<file path="config.mk">
export PLATFORM = sky130hd
export DESIGN_NAME = uart_brk_rx
export DESIGN_NICKNAME = d
export VERILOG_FILES = /design/src/rtl/uart_rx_pkg.sv /design/src/rtl/rx_sync.sv /design/src/rtl/rx_parity.sv /design/src/rtl/rx_frame_fsm.sv /design/src/rtl/uart_brk_rx.sv
export SDC_FILE = /design/constraint.sdc
export NUM_CORES = 1
export LEC_CHECK = 0
export BUFFER_PORTS_ARGS = -buffer_cell sky130_fd_sc_hd__buf_2
export CORE_MARGIN = 4
export CORE_UTILIZATION = 55
export DETAILED_ROUTE_END_ITERATION = 10
export PLACE_DENSITY = 0.74
export SLEW_MARGIN = 10
export SYNTH_ARGS = -nofsm -noshare
export SYNTH_HDL_FRONTEND = slang
export SYNTH_HIERARCHICAL = 1
export SYNTH_SLANG_ARGS = --single-unit
</file>
<file path="constraint.sdc">
create_clock -name clk -period 2.5 [get_ports clk]
set_clock_uncertainty 0.15 [all_clocks]
set_input_delay 0 -clock clk [delete_from_list [all_inputs] [get_ports clk]]
set_output_delay 0 -clock clk [all_outputs]
set_load 0.05 [all_outputs]
</file>
<file path="src/rtl/uart_rx_pkg.sv">
package uart_rx_pkg;

  typedef enum logic [2:0] {
    RX_WAITHI,
    RX_IDLE,
    RX_START,
    RX_DATA,
    RX_PAR,
    RX_STOP,
    RX_WATCH
  } rx_state_e;

  typedef struct packed {
    logic rb;
    logic fe;
    logic pe;
  } rx_flags_t;

endpackage

</file>
<file path="src/rtl/rx_sync.sv">
module rx_sync #(
  parameter int STAGES = 2
) (
  input  logic clk,
  input  logic rst_n,
  input  logic din,
  output logic dout
);

  logic [STAGES-1:0] pipe_q;
  logic [STAGES-1:0] pipe_n;

  always_comb begin
    pipe_n = {pipe_q[STAGES-2:0], din};
  end

  always_ff @(posedge clk or negedge rst_n) begin
    if (!rst_n) begin
      pipe_q <= '1;
    end else begin
      pipe_q <= pipe_n;
    end
  end

  assign dout = pipe_q[STAGES-1];

endmodule

</file>
<file path="src/rtl/rx_parity.sv">
module rx_parity #(
  parameter int WIDTH = 8
) (
  input  logic [WIDTH-1:0] data,
  input  logic             odd,
  output logic             exp_bit
);

  always_comb begin
    exp_bit = (^data) ^ odd;
  end

endmodule

</file>
<file path="src/rtl/rx_frame_fsm.sv">
module rx_frame_fsm
  import uart_rx_pkg::*;
#(
  parameter int DATA_BITS = 8,
  parameter int OSR       = 16
) (
  input  logic                 clk,
  input  logic                 rst_n,
  input  logic                 tick,
  input  logic                 rxd_s,
  input  logic                 par_en,
  input  logic                 par_exp,
  output logic [DATA_BITS-1:0] shreg,
  output logic                 push_o,
  output logic [DATA_BITS-1:0] data_o,
  output rx_flags_t            flags_o
);

  localparam int CW      = $clog2(OSR);
  localparam int HALF    = OSR / 2;
  localparam int BW      = $clog2(DATA_BITS);
  localparam int FRAME_N = (DATA_BITS + 2) * OSR;
  localparam int FRAME_P = FRAME_N + OSR;
  localparam int FCW     = $clog2(FRAME_P);

  rx_state_e            state_q, state_n;
  logic [CW-1:0]        tcnt_q, tcnt_n;
  logic [CW-1:0]        hcnt_q, hcnt_n;
  logic [BW-1:0]        bidx_q, bidx_n;
  logic [FCW-1:0]       fcnt_q, fcnt_n;
  logic [DATA_BITS-1:0] sh_q, sh_n;
  logic                 pbit_q, pbit_n;
  logic                 push_q, push_n;
  logic [DATA_BITS-1:0] dout_q, dout_n;
  rx_flags_t            flg_q, flg_n;
  logic                 bit_end;
  logic                 content_zero;
  logic [FCW-1:0]       frame_lim;

  assign shreg = sh_q;

  always_comb begin
    bit_end      = (tcnt_q == CW'(OSR - 1));
    content_zero = (sh_q == '0) && (!par_en || !pbit_q);
    frame_lim    = par_en ? FCW'(FRAME_P - 1) : FCW'(FRAME_N - 1);
  end

  always_comb begin
    state_n = state_q;
    tcnt_n  = tcnt_q;
    hcnt_n  = hcnt_q;
    bidx_n  = bidx_q;
    fcnt_n  = fcnt_q;
    sh_n    = sh_q;
    pbit_n  = pbit_q;
    push_n  = 1'b0;
    dout_n  = dout_q;
    flg_n   = flg_q;
    if (tick) begin
      case (state_q)
        RX_WAITHI: begin
          if (rxd_s) begin
            if (hcnt_q == CW'(HALF - 1)) begin
              hcnt_n  = '0;
              state_n = RX_IDLE;
            end else begin
              hcnt_n = hcnt_q + 1'b1;
            end
          end else begin
            hcnt_n = '0;
          end
        end
        RX_IDLE: begin
          if (!rxd_s) begin
            tcnt_n  = '0;
            state_n = RX_START;
          end
        end
        RX_START: begin
          if (tcnt_q == CW'(HALF - 1)) begin
            tcnt_n = '0;
            bidx_n = '0;
            state_n = rxd_s ? RX_IDLE : RX_DATA;
          end else begin
            tcnt_n = tcnt_q + 1'b1;
          end
        end
        RX_DATA: begin
          if (bit_end) begin
            tcnt_n = '0;
            sh_n   = {rxd_s, sh_q[DATA_BITS-1:1]};
            if (bidx_q == BW'(DATA_BITS - 1)) begin
              state_n = par_en ? RX_PAR : RX_STOP;
            end else begin
              bidx_n = bidx_q + 1'b1;
            end
          end else begin
            tcnt_n = tcnt_q + 1'b1;
          end
        end
        RX_PAR: begin
          if (bit_end) begin
            tcnt_n  = '0;
            pbit_n  = rxd_s;
            state_n = RX_STOP;
          end else begin
            tcnt_n = tcnt_q + 1'b1;
          end
        end
        RX_STOP: begin
          if (bit_end) begin
            tcnt_n = '0;
            push_n = 1'b1;
            if (!rxd_s && content_zero) begin
              dout_n  = '0;
              flg_n   = '{rb: 1'b1, fe: 1'b0, pe: 1'b0};
              hcnt_n  = '0;
              state_n = RX_WAITHI;
            end else begin
              dout_n   = sh_q;
              flg_n.rb = 1'b0;
              flg_n.fe = !rxd_s;
              flg_n.pe = par_en && (pbit_q != par_exp);
              fcnt_n   = '0;
              state_n  = rxd_s ? RX_IDLE : RX_WATCH;
            end
          end else begin
            tcnt_n = tcnt_q + 1'b1;
          end
        end
        RX_WATCH: begin
          if (rxd_s) begin
            hcnt_n  = '0;
            state_n = RX_WAITHI;
          end else if (fcnt_q == frame_lim) begin
            push_n  = 1'b1;
            dout_n  = '0;
            flg_n   = '{rb: 1'b1, fe: 1'b0, pe: 1'b0};
            hcnt_n  = '0;
            state_n = RX_WAITHI;
          end else begin
            fcnt_n = fcnt_q + 1'b1;
          end
        end
        default: begin
          hcnt_n  = '0;
          state_n = RX_WAITHI;
        end
      endcase
    end
  end

  always_ff @(posedge clk or negedge rst_n) begin
    if (!rst_n) begin
      state_q <= RX_WAITHI;
      tcnt_q  <= '0;
      hcnt_q  <= '0;
      bidx_q  <= '0;
      fcnt_q  <= '0;
      sh_q    <= '0;
      pbit_q  <= 1'b0;
      push_q  <= 1'b0;
      dout_q  <= '0;
      flg_q   <= '0;
    end else begin
      state_q <= state_n;
      tcnt_q  <= tcnt_n;
      hcnt_q  <= hcnt_n;
      bidx_q  <= bidx_n;
      fcnt_q  <= fcnt_n;
      sh_q    <= sh_n;
      pbit_q  <= pbit_n;
      push_q  <= push_n;
      dout_q  <= dout_n;
      flg_q   <= flg_n;
    end
  end

  assign push_o  = push_q;
  assign data_o  = dout_q;
  assign flags_o = flg_q;


  single_push_chk: assert property (@(posedge clk) disable iff (!rst_n)
    push_q |=> !push_q);


  brk_clean_chk: assert property (@(posedge clk) disable iff (!rst_n)
    (push_q && flg_q.rb) |-> (dout_q == '0 && !flg_q.pe && !flg_q.fe));


  fe_not_brk_chk: assert property (@(posedge clk) disable iff (!rst_n)
    (push_q && flg_q.fe) |-> !flg_q.rb);


  hunt_after_high_chk: assert property (@(posedge clk) disable iff (!rst_n)
    ($past(state_q) == RX_WAITHI && state_q == RX_IDLE) |-> $past(rxd_s));


  start_valid_chk: assert property (@(posedge clk) disable iff (!rst_n)
    ($past(state_q) == RX_START && state_q == RX_DATA) |-> !$past(rxd_s));

endmodule

</file>
<file path="src/rtl/uart_brk_rx.sv">
module uart_brk_rx
  import uart_rx_pkg::*;
#(
  parameter int DATA_BITS   = 8,
  parameter int OSR         = 16,
  parameter int SYNC_STAGES = 2
) (
  input  logic                 clk,
  input  logic                 rst_n,
  input  logic                 os_tick,
  input  logic                 rxd,
  input  logic                 par_en,
  input  logic                 par_odd,
  output logic                 push,
  output logic [DATA_BITS-1:0] push_data,
  output logic                 push_pe,
  output logic                 push_fe,
  output logic                 push_rb
);

  logic                 rxd_s;
  logic                 par_exp;
  logic [DATA_BITS-1:0] shreg;
  rx_flags_t            flags;

  rx_sync #(
    .STAGES(SYNC_STAGES)
  ) u_sync (
    .clk  (clk),
    .rst_n(rst_n),
    .din  (rxd),
    .dout (rxd_s)
  );

  rx_parity #(
    .WIDTH(DATA_BITS)
  ) u_par (
    .data   (shreg),
    .odd    (par_odd),
    .exp_bit(par_exp)
  );

  rx_frame_fsm #(
    .DATA_BITS(DATA_BITS),
    .OSR      (OSR)
  ) u_fsm (
    .clk    (clk),
    .rst_n  (rst_n),
    .tick   (os_tick),
    .rxd_s  (rxd_s),
    .par_en (par_en),
    .par_exp(par_exp),
    .shreg  (shreg),
    .push_o (push),
    .data_o (push_data),
    .flags_o(flags)
  );

  assign push_pe = flags.pe;
  assign push_fe = flags.fe;
  assign push_rb = flags.rb;

endmodule

</file>
# Word level (Yosys, flattened, before mapping)
# Cells that the tools add are included.
[op_classes]
n_addsub = 4
eq_ne = 27
n_mux = 51
n_bitwise = 2
reduce_logical = 23
[ops]
columns = ["op", "count"]
rows = [
  ["$mux W8", 8],
  ["$mux W3", 19],
  ["$mux W4", 9],
  ["$pmux W8 S2", 2],
  ["$pmux W3 S7", 1],
  ["$ne A2 B1 Y1 const B", 8],
  ["$pmux W4 S4", 1],
  ["$reduce_and A5 Y1", 3],
  ["$eq A3 B3 Y1 const B", 4],
  ["$ne A2 B2 Y1 const B", 6],
  ["$pmux W3 S2", 2],
  ["$pmux W4 S3", 1],
  ["$reduce_and A10 Y1", 1],
  ["$reduce_and A3 Y1", 3],
  ["$add A4 B1 Y4 const B", 2],
  ["$add A8 B1 Y8 const B", 1],
  ["$eq A4 B3 Y1 const B", 2],
  ["$eq A8 B8 Y1", 1],
  ["$logic_not A8 Y1", 1],
  ["$reduce_xor A8 Y1", 1],
  ["$eq A3 B2 Y1 const B", 2],
  ["$mux W6", 1],
  ["$reduce_and A6 Y1", 1],
  ["$mux W1", 5],
  ["17 further kinds", 22],
]
[word_totals]
ff_bits = 45
in_bits = 6
out_inout_bits = 12

# Longest topological paths before layout
[depth]
depth_word = 7
depth_mapped = 7
depth_no_buf = 7

# Cells and area by module
# Netlist, hierarchy kept.
[modules_own_cells]
columns = ["module", "n_inst", "cells_per_inst", "area_each_um2", "seq_area_each_um2"]
rows = [
  ["rx_frame_fsm", 1, 214, 2237.1, 1076.0],
  ["rx_parity", 1, 7, 82.6, 0.0],
  ["rx_sync", 1, 2, 52.6, 52.6],
]

# Worst setup path before layout
# Ideal clock, no wire load.
[synth_path]
path_type = "register -> register"
startpoint = "register u_fsm.tcnt_q[0]"
endpoint = "register u_fsm.state_q[1]"
arrival_time_ns = 1.936
required_ns = 2.188
path_slack_ns = 0.252
stages_incl_launch_ff = 7
path_buffers = 0
synth_period_minus_slack_ns = 2.248
path_cell_list = "dfrtp_1 > ha_1 > and3_1 > and2_1 > o32ai_1 > o32a_1 > o221ai_1"
[synth_between]
elab_chain_cells = 3
elab_cells_between_ends = 7
cone_classes = "eq/ne: 6; reduce/logical: 1"
[synth_rtl]
columns = ["element", "line", "rtl"]
rows = [
  ["from (decl)", "rx_frame_fsm.sv:27", "logic [CW-1:0] tcnt_q, tcnt_n;"],
  ["from (signal assigned)", "rx_frame_fsm.sv:167", "tcnt_q <= tcnt_n;"],
  ["$eq A4 B4 Y1 / $eq A4 B3 Y1 (equally long branches)", "rx_frame_fsm.sv:43, rx_frame_fsm.sv:80", ""],
  ["$ne A2 B1 Y1 (no source line)", "-", ""],
  ["$reduce_and A10 Y1 (no source line) (*)", "-", ""],
  ["to (signal assigned)", "rx_frame_fsm.sv:166", "state_q <= state_n;"],
  ["to (decl)", "rx_frame_fsm.sv:26", "rx_state_e state_q, state_n;"],
]
# Mark *: on every way between the ends. The rest lies on a longest branch, timed or not.
# A chain may end at the register's enable or synchronous reset.

# Worst setup path after layout
[layout_path]
startpoint = "register u_fsm.fcnt_q[5]"
endpoint = "register u_fsm.flg_q (netlist bit u_fsm/flags_o[1])"
[layout_between]
elab_chain_cells = 3
[layout_rtl]
columns = ["element", "line", "rtl"]
rows = [
  ["from (decl)", "rx_frame_fsm.sv:30", "logic [FCW-1:0] fcnt_q, fcnt_n;"],
  ["from (signal assigned)", "rx_frame_fsm.sv:170", "fcnt_q <= fcnt_n;"],
  ["$eq A8 B8 Y1", "rx_frame_fsm.sv:135", "end else if (fcnt_q == frame_lim) begin"],
  ["$ne A2 B1 Y1 (no source line)", "-", ""],
  ["$reduce_and A5 Y1 (no source line)", "-", ""],
  ["to (signal assigned)", "rx_frame_fsm.sv:175", "flg_q <= flg_n;"],
  ["to (decl)", "rx_frame_fsm.sv:35", "rx_flags_t flg_q, flg_n;"],
]
# Every way passes these cells.

==> results.ini <==
[finish]
syn2layout_area_growth_pct = 13.6
fin_nets = 261
drive_gt1_frac = 0.227
nFillCells = 328
postLayoutCoreUtil = 0.660
diodes = 0

[pwr]
seqPwrFrac = 0.439
clkPwrFrac = 0.254
total_power_mw = 2.20
switching_share = 0.347
max-vdd-ir-drop_uv = 435
net-switching-power_mw = 0.764
internal_power_mw = 1.44
p_per_area_nw_per_um2 = 817
power.leakage_nw = 1.24
pwr-share-comb = 0.307

[synth]
yosysWarnings = 6
syn-cell-area_um2 = 2370
synth_nets = 234
synth_edf_count = 0
yosysSeqAreaShare = 0.476
ys_types = 55
synthFlopType = dfrtp_1
synth_seq_cells = 45
async_reset_ff_frac = 1.00
synth_cells = 223
synth_area_per_cell_um2 = 10.6

[worst_setup_path]
cp_max_fo = 12
critPathKind = flip-flop to flip-flop
r2r-start = u_fsm/fcnt_q[5]
critPathRequiredTime_ps = 2540
reg2reg_slack_ps = 190
critPathCaptureType = flip-flop
start_kind = flip-flop
cp.arrival_ps = 2360
r2r_cells = 5
r2r_end = u_fsm/flags_o[1]

[timing]
tightest_slew_ps = 961
finalCritPeriodShare = 0.926
relSlewSlack = 0.360
rsz0062_at_grt = no
setup_tns_ps = 0
report.final.slew_viol_count = 0
finalSetupViolCount = 0
fmax_ghz = 0.432
hold_viol = 0
finalCriticalPeriod_ps = 2310
setup_ws_ps = 185

[global_routing]
grt_usage = 0.190
grt_antenna_before_repair = 0
grt_pass1_wl_um = 7800
grt-ovfl-total = 0
grt_pass1_vias = 1727
grt_max_degree = 46

[clock_tree]
cts_hold_buf = 3
clk_pin_slew_worst_paths_ps = 90
numCtsBuffers = 5
post_cts.repair.setup_buffers = 0
ctsResizeCount = 0
cts.sinks = 45
insertion_delay_ps = 310
h-tree-depth = 2
cts_tree = built
cts.path.max_buffers = 2
cts-root-buf = clkbuf_8

[floorplan]
die_h_um = 73.7
dieArea_um2 = 5430
ioPinCount = 18
start_util = 0.581
coreArea_um2 = 4090
die_x_um = 73.7
num_rows = 23

[min_path]
holdCritPathClass = primary input to flip-flop
min_from = os_tick
min_path_cells = 3
whs_endpoint = u_fsm/state_q[1]

[routing]
drcViolationCount = 0
ant_nets = 0
wirelength_um = 4560
first_iter_violations = 74
routedWlPerCell_um = 15.2
first_pass_iters = 4
vias_per_cell = 5.84
vias = 1759

[run_status]
status = complete, no violations

[job]
drv_cap = 0

[placement]
finalWeightedCongestion = 0.831
post-place-ws_ps = 183
io_buffers = 17
dp_hpwl_um = 3200

through the flow:
stage | cell area, um2 | instances | hold WS [ps]
finish | 2700 | 301 | 15.4
global route | 2700 | 301 | 22.2
CTS | 2700 | 301 | 13.1
detailed placement | 2550 | 290 | -43.4
global placement | 2550 | 290 | -43.8
floorplan | 2370 | 223 | -446
worst max-delay path, cell delays in order (launching register included):
cell	delay, ps
dfrtp_1	420
or3b_4	420
a211oi_4	440
nor2b_1	190
o21ai_1	260
a22o_1	340
power by group through the flow:
stage          sequential (mW)  clock (mW)  combinational, mW
2_1_floorplan            0.928           0              0.523
3_3_place_gp             0.976           0              0.658
3_5_place_dp             0.978           0              0.672
4_1_cts                  0.964       0.576              0.677
5_1_grt                  0.990       0.599              0.766
6_report                 0.968       0.559              0.676
sequential cells by signal, summed over array words and instances (netlist names):
| register | flops |
|---|---|
| u_fsm/data_o | 8 |
| u_fsm/fcnt_q | 8 |
| u_fsm/shreg | 8 |
| u_fsm/hcnt_q | 4 |
| u_fsm/tcnt_q | 4 |
| u_fsm/bidx_q | 3 |
| u_fsm/flags_o | 3 |
| u_fsm/state_q | 3 |
| u_sync/pipe_q | 2 |
| u_fsm/pbit_q | 1 |
| u_fsm/push_o | 1 |
cell usage after synthesis, types with 5 or more instances:
cell type / number / area (um2)
dfrtp_1: 43 / 1080
nand2_1: 15 / 56.3
nor2_1: 13 / 48.8
a22o_1: 10 / 87.6
inv_1: 10 / 37.5
mux2_2: 10 / 113
nand3_1: 10 / 50.1
o21ai_0: 10 / 50.1
a21oi_1: 8 / 40.0
nor3_1: 8 / 40.0
xnor2_1: 7 / 61.3
clkbuf_1: 6 / 22.5
ha_1: 5 / 62.6
metal layers:
metal	GRT usage	vias to the layer above	wire length (um)
met5	0	-	0
met4	0.0845	0	102
li1	-	875	-
met3	0.0410	10	163
met2	0.303	39	2160
met1	0.247	835	2130
area by class of cell:
| class | count | area (um2) | area share |
|---|---|---|---|
| clock buffer | 5 | 68.8 | 0.0255 |
| sequential | 45 | 1130 | 0.419 |
| tap | 50 | 62.6 | 0.0232 |
| inverter | 10 | 37.5 | 0.0139 |
| multi-input combinational | 159 | 1170 | 0.434 |
| timing repair buffer | 29 | 183 | 0.0678 |
| clock inverter | 3 | 46.3 | 0.0172 |
cell usage in the layout (no fill, tap or decap), types with 2 or more instances in the layout:
master / Yosys / routed
o21ai_0: 10 / 10
nor4_1: 3 / 3
dfstp_2: 2 / 2
nand3b_1: 2 / 2
nand3_1: 10 / 10
ha_1: 5 / 5
xnor2_1: 7 / 7
nor2b_1: 4 / 4
xor2_1: 4 / 4
buf_4: 0 / 9
nor3b_1: 2 / 2
o22ai_1: 2 / 2
mux2_2: 10 / 10
a21o_1: 3 / 3
dfrtp_1: 43 / 43
o211ai_1: 2 / 2
nor2_1: 13 / 13
o32ai_1: 2 / 2
nand4_1: 4 / 4
and3_1: 2 / 2
nand4bb_1: 2 / 2
inv_1: 10 / 10
nand4b_1: 3 / 3
dlygate4sd3_1: 0 / 3
a22o_1: 10 / 10
nand2_1: 15 / 15
a21oi_1: 8 / 8
nor3_1: 8 / 8
buf_2: 3 / 17
clkbuf_8: 0 / 5
or4_1: 2 / 2
kinds of logic after synthesis:
family	count (synthesis)	synth area share
buffers and inverters	19	0.0316
DFF	45	0.476
muxes	12	0.0564
and+or+nand+nor	81	0.200
AOI/OAI and AO/OA	48	0.152
xor gates and xnor gates	13	0.0570
adders and majority gates	5	0.0264
worst max path at each step:
stage | slack, ps | startpoint | endpoint
2_1_floorplan | 250 | u_fsm/tcnt_q[0] | u_fsm/state_q[1]
3_3_place_gp | 240 | u_fsm/fcnt_q[5] | u_fsm/data_o[1]
3_5_place_dp | 180 | u_fsm/fcnt_q[5] | u_fsm/data_o[3]
4_1_cts | 170 | u_fsm/fcnt_q[5] | u_fsm/flags_o[1]
5_1_grt | 60 | u_fsm/tcnt_q[0] | u_fsm/tcnt_q[3]
6_report | 190 | u_fsm/fcnt_q[5] | u_fsm/flags_o[1]
(Power assumes the default switching activity.)
